$ cat src/rtl/baud_gen_pkg.sv
package baud_gen_pkg;
    typedef enum logic [1:0] {
        ST_OFF   = 2'd0,
        ST_STALL = 2'd1,
        ST_RUN   = 2'd2
    } bg_state_e;

    localparam int unsigned OFS_INT  = 'h24;
    localparam int unsigned OFS_FRAC = 'h28;
    localparam int unsigned OFS_LINE = 'h2C;
endpackage

$ cat src/rtl/bg_shadow_regs.sv
module bg_shadow_regs #(
    parameter int ADDR_W   = 12,
    parameter int DATA_W   = 16,
    parameter int INT_W    = 16,
    parameter int FRAC_W   = 6,
    parameter int INT_OFF  = 'h24,
    parameter int FRAC_OFF = 'h28,
    parameter int LINE_OFF = 'h2C
) (
    input  logic              clk,
    input  logic              rst_n,
    input  logic              wr_en,
    input  logic [ADDR_W-1:0] wr_addr,
    input  logic [DATA_W-1:0] wr_data,
    input  logic [ADDR_W-1:0] rd_addr,
    output logic [DATA_W-1:0] rd_data,
    output logic [INT_W-1:0]  shad_int,
    output logic [INT_W-1:0]  live_int,
    output logic [FRAC_W-1:0] live_frac
);
    localparam logic [ADDR_W-1:0] A_INT  = ADDR_W'(INT_OFF);
    localparam logic [ADDR_W-1:0] A_FRAC = ADDR_W'(FRAC_OFF);
    localparam logic [ADDR_W-1:0] A_LINE = ADDR_W'(LINE_OFF);

    logic [FRAC_W-1:0] shad_frac;

    always_ff @(posedge clk or negedge rst_n) begin
        if (!rst_n) begin
            shad_int  <= '0;
            shad_frac <= '0;
            live_int  <= '0;
            live_frac <= '0;
        end else if (wr_en) begin
            if (wr_addr == A_INT)  shad_int  <= wr_data[INT_W-1:0];
            if (wr_addr == A_FRAC) shad_frac <= wr_data[FRAC_W-1:0];
            if (wr_addr == A_LINE) begin
                live_int  <= shad_int;
                live_frac <= shad_frac;
            end
        end
    end

    always_comb begin
        rd_data = '0;
        if (rd_addr == A_INT)
            rd_data[INT_W-1:0] = shad_int;
        else if (rd_addr == A_FRAC)
            rd_data[FRAC_W-1:0] = shad_frac;
    end
endmodule

$ cat src/rtl/bg_frac_step.sv
module bg_frac_step #(
    parameter int FRAC_W = 6
) (
    input  logic [FRAC_W-1:0] acc,
    input  logic [FRAC_W-1:0] frac,
    output logic [FRAC_W-1:0] acc_next,
    output logic              carry
);
    logic [FRAC_W:0] sum;

    always_comb begin
        sum      = {1'b0, acc} + {1'b0, frac};
        acc_next = sum[FRAC_W-1:0];
        carry    = sum[FRAC_W];
    end
endmodule

$ cat src/rtl/bg_tick_fsm.sv
module bg_tick_fsm
    import baud_gen_pkg::*;
#(
    parameter int INT_W  = 16,
    parameter int FRAC_W = 6
) (
    input  logic              clk,
    input  logic              rst_n,
    input  logic              uart_en,
    input  logic [INT_W-1:0]  live_int,
    input  logic [FRAC_W-1:0] live_frac,
    output logic              tick
);
    bg_state_e         state, state_nxt;
    logic [INT_W-1:0]  cnt;
    logic [FRAC_W-1:0] acc, acc_next;
    logic              carry, valid, reload;
    logic [INT_W:0]    len_full;

    bg_frac_step #(.FRAC_W(FRAC_W)) u_step (
        .acc      (acc),
        .frac     (live_frac),
        .acc_next (acc_next),
        .carry    (carry)
    );

    assign valid    = (live_int != '0);
    assign len_full = {1'b0, live_int} + {{INT_W{1'b0}}, carry} - 1'b1;

    // state register
    always_ff @(posedge clk or negedge rst_n) begin
        if (!rst_n) state <= ST_OFF;
        else        state <= state_nxt;
    end

    always_comb begin
        state_nxt = state;
        unique case (state)
            ST_OFF:   if (uart_en) state_nxt = valid ? ST_RUN : ST_STALL;
            ST_STALL: if (!uart_en) state_nxt = ST_OFF;
                      else if (valid) state_nxt = ST_RUN;
            ST_RUN:   if (!uart_en) state_nxt = ST_OFF;
                      else if (!valid) state_nxt = ST_STALL;
            default:  state_nxt = ST_OFF;
        endcase
    end

    assign reload = (state_nxt == ST_RUN) && ((state != ST_RUN) || (cnt == '0));

    always_ff @(posedge clk or negedge rst_n) begin
        if (!rst_n) begin
            cnt <= '0;
            acc <= '0;
        end else if (state_nxt != ST_RUN) begin
            cnt <= '0;
            acc <= '0;
        end else if (reload) begin
            cnt <= len_full[INT_W-1:0];
            acc <= acc_next;
        end else begin
            cnt <= cnt - 1'b1;
        end
    end

    // outputs
    always_comb begin
        tick = (state == ST_RUN) && (cnt == '0) && uart_en && valid;
    end
endmodule

$ cat src/rtl/baud_tick_gen.sv
module baud_tick_gen
    import baud_gen_pkg::*;
#(
    parameter int ADDR_W   = 12,
    parameter int DATA_W   = 16,
    parameter int INT_W    = 16,
    parameter int FRAC_W   = 6,
    parameter int INT_OFF  = OFS_INT,
    parameter int FRAC_OFF = OFS_FRAC,
    parameter int LINE_OFF = OFS_LINE
) (
    input  logic              clk,
    input  logic              rst_n,
    input  logic              uart_en,
    input  logic              wr_en,
    input  logic [ADDR_W-1:0] wr_addr,
    input  logic [DATA_W-1:0] wr_data,
    input  logic [ADDR_W-1:0] rd_addr,
    output logic [DATA_W-1:0] rd_data,
    output logic              baud_tick16
);
    logic [INT_W-1:0]  shad_int;
    logic [INT_W-1:0]  live_int;
    logic [FRAC_W-1:0] live_frac;

    bg_shadow_regs #(
        .ADDR_W(ADDR_W), .DATA_W(DATA_W), .INT_W(INT_W), .FRAC_W(FRAC_W),
        .INT_OFF(INT_OFF), .FRAC_OFF(FRAC_OFF), .LINE_OFF(LINE_OFF)
    ) u_regs (
        .clk       (clk),
        .rst_n     (rst_n),
        .wr_en     (wr_en),
        .wr_addr   (wr_addr),
        .wr_data   (wr_data),
        .rd_addr   (rd_addr),
        .rd_data   (rd_data),
        .shad_int  (shad_int),
        .live_int  (live_int),
        .live_frac (live_frac)
    );

    bg_tick_fsm #(.INT_W(INT_W), .FRAC_W(FRAC_W)) u_fsm (
        .clk       (clk),
        .rst_n     (rst_n),
        .uart_en   (uart_en),
        .live_int  (live_int),
        .live_frac (live_frac),
        .tick      (baud_tick16)
    );
endmodule

$ cat config.mk
export PLATFORM = sky130hd
export DESIGN_NAME = baud_tick_gen
export DESIGN_NICKNAME = d
export VERILOG_FILES = /design/src/rtl/baud_gen_pkg.sv /design/src/rtl/bg_shadow_regs.sv /design/src/rtl/bg_frac_step.sv /design/src/rtl/bg_tick_fsm.sv /design/src/rtl/baud_tick_gen.sv
export SDC_FILE = /design/constraint.sdc
export NUM_CORES = 1
export LEC_CHECK = 0
export BUFFER_PORTS_ARGS = -buffer_cell sky130_fd_sc_hd__buf_2
export CORE_ASPECT_RATIO = 2
export CORE_UTILIZATION = 25
export DETAILED_ROUTE_END_ITERATION = 10
export HOLD_SLACK_MARGIN = 0.12
export PLACE_DENSITY_LB_ADDON = 0.12
export SETUP_SLACK_MARGIN = 0.4
export SLEW_MARGIN = 20
export SYNTH_ARGS = -nofsm -noshare
export SYNTH_HDL_FRONTEND = slang
export SYNTH_HIERARCHICAL = 1
export SYNTH_SLANG_ARGS = --single-unit
export TNS_END_PERCENT = 1
$ cat constraint.sdc
create_clock -name clk -period 6.2 [get_ports clk]
set_input_delay 0 -clock clk [delete_from_list [all_inputs] [get_ports clk]]
set_output_delay 0 -clock clk [all_outputs]
set_load 0.1 [all_outputs]
Word-level counts from Yosys, hierarchy flattened
Cells that the tools add are included.
{"block": "word_totals", "register_bits": 68, "in_bits": 44, "output_inout_bits": 17, "word_cells": 47}
{"block": "op_classes", "add_sub_neg": 4, "eq_ne": 10, "n_mux": 14, "reduce_logical": 12}
{"cell": "$eq 12x6->1 const B", "n": 5}
{"cell": "$mux 16", "n": 2}
{"cell": "$sub 16x1->16 const B", "n": 2}
{"cell": "$mux 6", "n": 4}
{"cell": "$add 16x1->16", "n": 1}
{"cell": "$logic_not 16->1", "n": 1}
{"cell": "$reduce_bool 16->1", "n": 1}
{"cell": "$mux 2", "n": 6}
{"cell": "$mux 10", "n": 1}
{"cell": "$add 6x6->7", "n": 1}
{"cell": "$pmux 2 s3", "n": 1}
{"cell": "$reduce_and 2->1", "n": 3}
{"cell": "$eq 2x2->1 const B", "n": 2}
{"cell": "$logic_and 1x1->1", "n": 4}
{"cell": "$ne 2x2->1 const B", "n": 2}
{"cell": "$eq 2x1->1 const B", "n": 1}
{"cell": "$logic_not 2->1", "n": 1}
{"cell": "$reduce_bool 2->1", "n": 1}
{"cell": "$logic_or 1x1->1", "n": 1}

Depth between registers and ports, before layout
{"block": "logic_depth", "depth_word": 8, "mapped_depth": 15, "depth_no_buf": 14}

Cells and area by module
The synthesis kept the hierarchy.
{"module": "bg_shadow_regs", "n_inst": 1, "cells_per_inst": 129, "area_per_inst_um2": 2050.7, "seq_area_each_um2": 1101.1}
{"module": "bg_tick_fsm", "n_inst": 1, "cells_per_inst": 182, "area_per_inst_um2": 1629.1, "seq_area_each_um2": 600.6}
{"module": "bg_frac_step", "n_inst": 1, "cells_per_inst": 28, "area_per_inst_um2": 237.7, "seq_area_each_um2": 0.0}

Worst setup path after synthesis
No wires, ideal clock.
{"block": "synth_path", "path_type": "flip-flop to output port", "start": "reg u_fsm.cnt[4]", "end": "out baud_tick16", "t_arrival_ns": 3.308, "required_ns": 6.200, "path_slack_ns": 2.892, "stages_incl_launch_ff": 4, "path_cell_list": "dfrtp_1 nor4_4 nand4_2 nor3b_1"}
{"block": "synth_between", "elab_chain_cells": 4}
{"item": "from (decl)", "line_no": "bg_tick_fsm.sv:15", "text": "logic [INT_W-1:0] cnt;"}
{"item": "from (signal assigned)", "line_no": "bg_tick_fsm.sv:58", "text": "cnt <= len_full[INT_W-1:0];"}
{"item": "from (signal assigned)", "line_no": "bg_tick_fsm.sv:61", "text": "cnt <= cnt - 1'b1;"}
{"item": "$logic_not 16->1", "line_no": "bg_tick_fsm.sv:67", "text": "tick = (state == ST_RUN) && (cnt == '0) && uart_en && valid;"}
{"item": "$logic_and 1x1->1 (3 in a row)", "line_no": "bg_tick_fsm.sv:67"}
{"item": "to (decl)", "line_no": "baud_tick_gen.sv:20", "text": "output logic baud_tick16"}
Every way passes these cells.

Worst setup path after layout
{"block": "layout_path", "start": "reg u_fsm.acc[0]", "end": "reg u_fsm.cnt[15]"}
{"block": "layout_between", "elab_chain_cells": 5}
{"item": "from (decl)", "line_no": "bg_tick_fsm.sv:16", "text": "logic [FRAC_W-1:0] acc, acc_next;"}
{"item": "from (signal assigned)", "line_no": "bg_tick_fsm.sv:59", "text": "acc <= acc_next;"}
{"item": "$add 6x6->7", "line_no": "bg_frac_step.sv:12", "text": "sum = {1'b0, acc} + {1'b0, frac};"}
{"item": "net u_fsm.carry", "line_no": "bg_tick_fsm.sv:17", "text": "logic carry, valid, reload;"}
{"item": "$add 16x1->16", "line_no": "bg_tick_fsm.sv:28", "text": "assign len_full = {1'b0, live_int} + {{INT_W{1'b0}}, carry} - 1'b1;"}
{"item": "$sub 16x1->16", "line_no": "bg_tick_fsm.sv:28"}
{"item": "$mux 16", "line_no": "bg_tick_fsm.sv:57", "text": "end else if (reload) begin"}
{"item": "$mux 16", "line_no": "bg_tick_fsm.sv:54", "text": "end else if (state_nxt != ST_RUN) begin"}
The timed path passes the listed nets, and every way through them passes these cells.
A chain may end at the register's enable or synchronous reset.

==> impl_metrics.csv <==
group,metric,value,unit
sta,timing.final.ws_setup,3065,ps
route,wl_per_cell,14.65,µm
synthesis,synth_area_leaders,"dfrtp_1 (43%), mux2_4 (11%), xnor2_1 (4.5%)",
synthesis,avgSynthCellArea,11.56,µm²
global_route,antenna_found_initial,0,
route,drt_wl_total,9.100,mm
synthesis,post-synth-top-area-cell,"dfrtp_1",
global_route,grt_start_max_net_pins,69,
layout,syn2layout_area_growth,25.07,%
placed_design,gp_congestion,0.7190,
clock_tree,cts_tree,"yes",
clock_tree,cts_sinks,68,
floorplan,pin_count,61,
sta,post-route-period-util,50.57,%
sta,tightest_slew,906.8,ps
sta,slew_violations,0,
route,num_vias,2780,
power_and_ir_drop,power_density,210.6,nW/µm²
critical_path,crit_path_end_kind,"register",
power_and_ir_drop,p_leak,2.481,nW
floorplan,dieArea,16200,µm²
critical_path,reg2reg_slack,3060,ps
clock_tree,h-tree-depth,3,
sta,holdWs,330.5,ps
synthesis,synth_warnings,6,
synthesis,ys_ff_latch,68,
placed_design,dp_hpwl,6.757,mm
sta,tns,0,ps
floorplan,die_h,179.0,µm
layout,n_fill_cell,1578,
placed_design,portBuffers,60,
synthesis,synthTopCellsByCount,"dfrtp_1 (68), nor2_1 (32), mux2_4 (30)",
synthesis,synth_edf_count,0,
critical_path,arrival,3370,ps
route,vias_per_cell,4.477,
global_route,grt_use_met1,13.12,%
synthesis,netlist_instances,339,
synthesis,synth.yosys.seq_area_share,43.44,%
status,status,"complete, no violations",
synthesis,syn-cell-area,3918,µm²
synthesis,synthFlopType,"dfrtp_1",
global_route,grt-ovfl-total,0,
synthesis,netlist.area_leader.share,43.44,%
layout,diodes,0,
clock_tree,path_clk_slew,60,ps
synthesis,synthMostInstantiatedCell,"dfrtp_1",
floorplan,num_rows,64,
synthesis,synth_cell_types,50,
placed_design,dp.cells,588,
layout,layoutNonFillerInstCount,621,
clock_tree,cts-root-buf,"clkbuf_16",
sta,setup_violations,0,
layout,nNetsFinal,474,
route,remaining_drc_errors,0,
global_route,top_usage_layer,"met2",
sta,maxSlewHeadroom,39.55,%
clock_tree,clk_path_buf_depth,2,
hold_path,whs_endpoint,"u_regs/shad_int[8]",
critical_path,critPathKind,"reg2reg",
layout,drive_gt1_share,32.86,%
global_route,met3_usage,2.078,%
critical_path,required,6430,ps
critical_path,start_kind,"register",
floorplan,core_area,15290,µm²
clock_tree,numCtsBuffers,9,
route,drt-pass1-iter-count,4,
placed_design,placed_area,4395,µm²
route,drtAntennaViolNets,0,
job,cap_viol_max_count,0,
clock_tree,clk_latency,330,ps
sta,fmax,318.9,MHz
power_and_ir_drop,ir_drop,0.1168,mV
global_route,grt_use_total,12.17,%
critical_path,regToRegStartpoint,"u_fsm/acc[0]",
sta,fin_crit,3135,ps
critical_path,timing.rr.end,"u_fsm/cnt[15]",
power_and_ir_drop,total_power,1.032,mW
synthesis,async_reset_ff_share,100.0,%
sta,hold_viol,0,
route,dr.first_iter.drc_count,75,
hold_path,whs_path_depth,4,
critical_path,cp_max_fo,6,
hold_path,min-delay-path-class,"in2reg",
hold_path,holdCritStartpoint,"wr_addr[8]",
synthesis,postSynthNetCount,394,
layout,design_area,4900,µm²
global_route,met2_usage,22.85,%
critical_path,reg2reg_depth,14,
floorplan,initial_core_util,25.61,%
sta,rsz0062_at_grt,"no",
layout,final_core_util,32.04,%
global_route,grt_pass1_wl,15.13,mm
sta,worst_clock_skew,6.876,ps
placed_design,pre_cts_slack,3071,ps
floorplan,die_w,90.52,µm
global_route,grt_pass1_vias,2928,
sequential cells by signal, indices dropped and copies added (netlist names):
register	flops
u_fsm/cnt	16
u_regs/shad_int	16
u_regs/shad_frac	6
u_regs/live_frac	6
u_regs/live_int	16
u_fsm/state	2
u_fsm/acc	6
per-layer routing:
metal	wire [µm]	up-vias
li1	-	1376
met1	3647	1342
met2	5053	51
met3	217	11
met4	181	0
met5	0	-
worst max-delay path, cell delays in order, from the launching register on:
cell	delay, ps
dfrtp_1	380
ha_1	240
inv_1	80
fa_1	250
nor2b_4	60
o31a_1	250
o21ai_0	160
nand2b_1	70
inv_1	60
ha_1	180
or4b_1	600
nor4_2	290
xor2_1	170
nor2_1	50
a211oi_1	200
where the power goes:
part           total (mW)  switching (mW)  internal (mW)
Combinational      0.0419          0.0202         0.0217
Sequential          0.446        0.000830          0.445
Clock               0.544           0.194          0.350
Total                1.03           0.215          0.817
repair_timing:
item | CTS | global route
hold buffers | 18 | 0
hold endpoints to repair | 91 | 0
buffers inserted | 0 | 0
resized for setup | 0 | 0
final cells by class:
type                       count  area, µm²  area share, %
clock inverter                 6      90.09          1.839
clock buffer                   9      225.2          4.597
multi-input combinational    250       2102          42.90
sequential                    68       1702          34.73
tap                          198      247.7          5.056
inverter                      10      37.54         0.7661
timing repair buffer          80      495.5          10.11
kinds of logic (layout without fill, tap and decap cells):
| family | count (synthesis) | in the layout | synth area share, % |
|---|---|---|---|
| and+or+nand+nor | 125 | 125 | 20.25 |
| DFF | 68 | 68 | 43.44 |
| adders and majority gates | 11 | 11 | 3.705 |
| muxes | 44 | 44 | 15.52 |
| buffers and inverters | 21 | 105 | 3.290 |
| AOI/OAI and AO/OA | 41 | 41 | 7.314 |
| xor gates and xnor gates | 29 | 29 | 6.484 |
worst max path at each step:
stage,start,end,slack (ps),cells past startpoint
2_1_floorplan,u_fsm/cnt[4],baud_tick16,2890,3
3_3_place_gp,u_fsm/acc[0],u_fsm/cnt[15],3120,14
3_5_place_dp,u_fsm/acc[0],u_fsm/cnt[15],3070,14
4_1_cts,u_fsm/acc[0],u_fsm/cnt[15],3050,14
5_1_grt,u_fsm/acc[0],u_fsm/cnt[9],2810,14
6_report,u_fsm/acc[0],u_fsm/cnt[15],3060,14
placed cells by master (no fill, tap or decap), types with 2 or more instances in the layout:
cell type	n
clkbuf_16	9
buf_2	60
nor2_1	32
o21ai_0	4
bufinv_16	2
nor4_1	3
nand3b_1	3
mux2_2	14
mux2_4	30
a21oi_1	8
nor3_1	11
buf_4	2
dfrtp_1	68
or4_1	3
or4_4	2
ha_1	10
nand4_1	5
nand3_1	4
xnor2_1	20
dlygate4sd3_1	18
a22oi_1	6
nor4_2	2
nand2_1	23
nor2b_1	3
xor2_1	9
and3_1	2
nand4_4	2
inv_1	10
clkinv_4	2
and2_1	12
nor3b_1	2
nand2b_1	2
a211oi_1	15
nor4b_4	3
No activity file was read; power rests on OpenSTA's default activity.
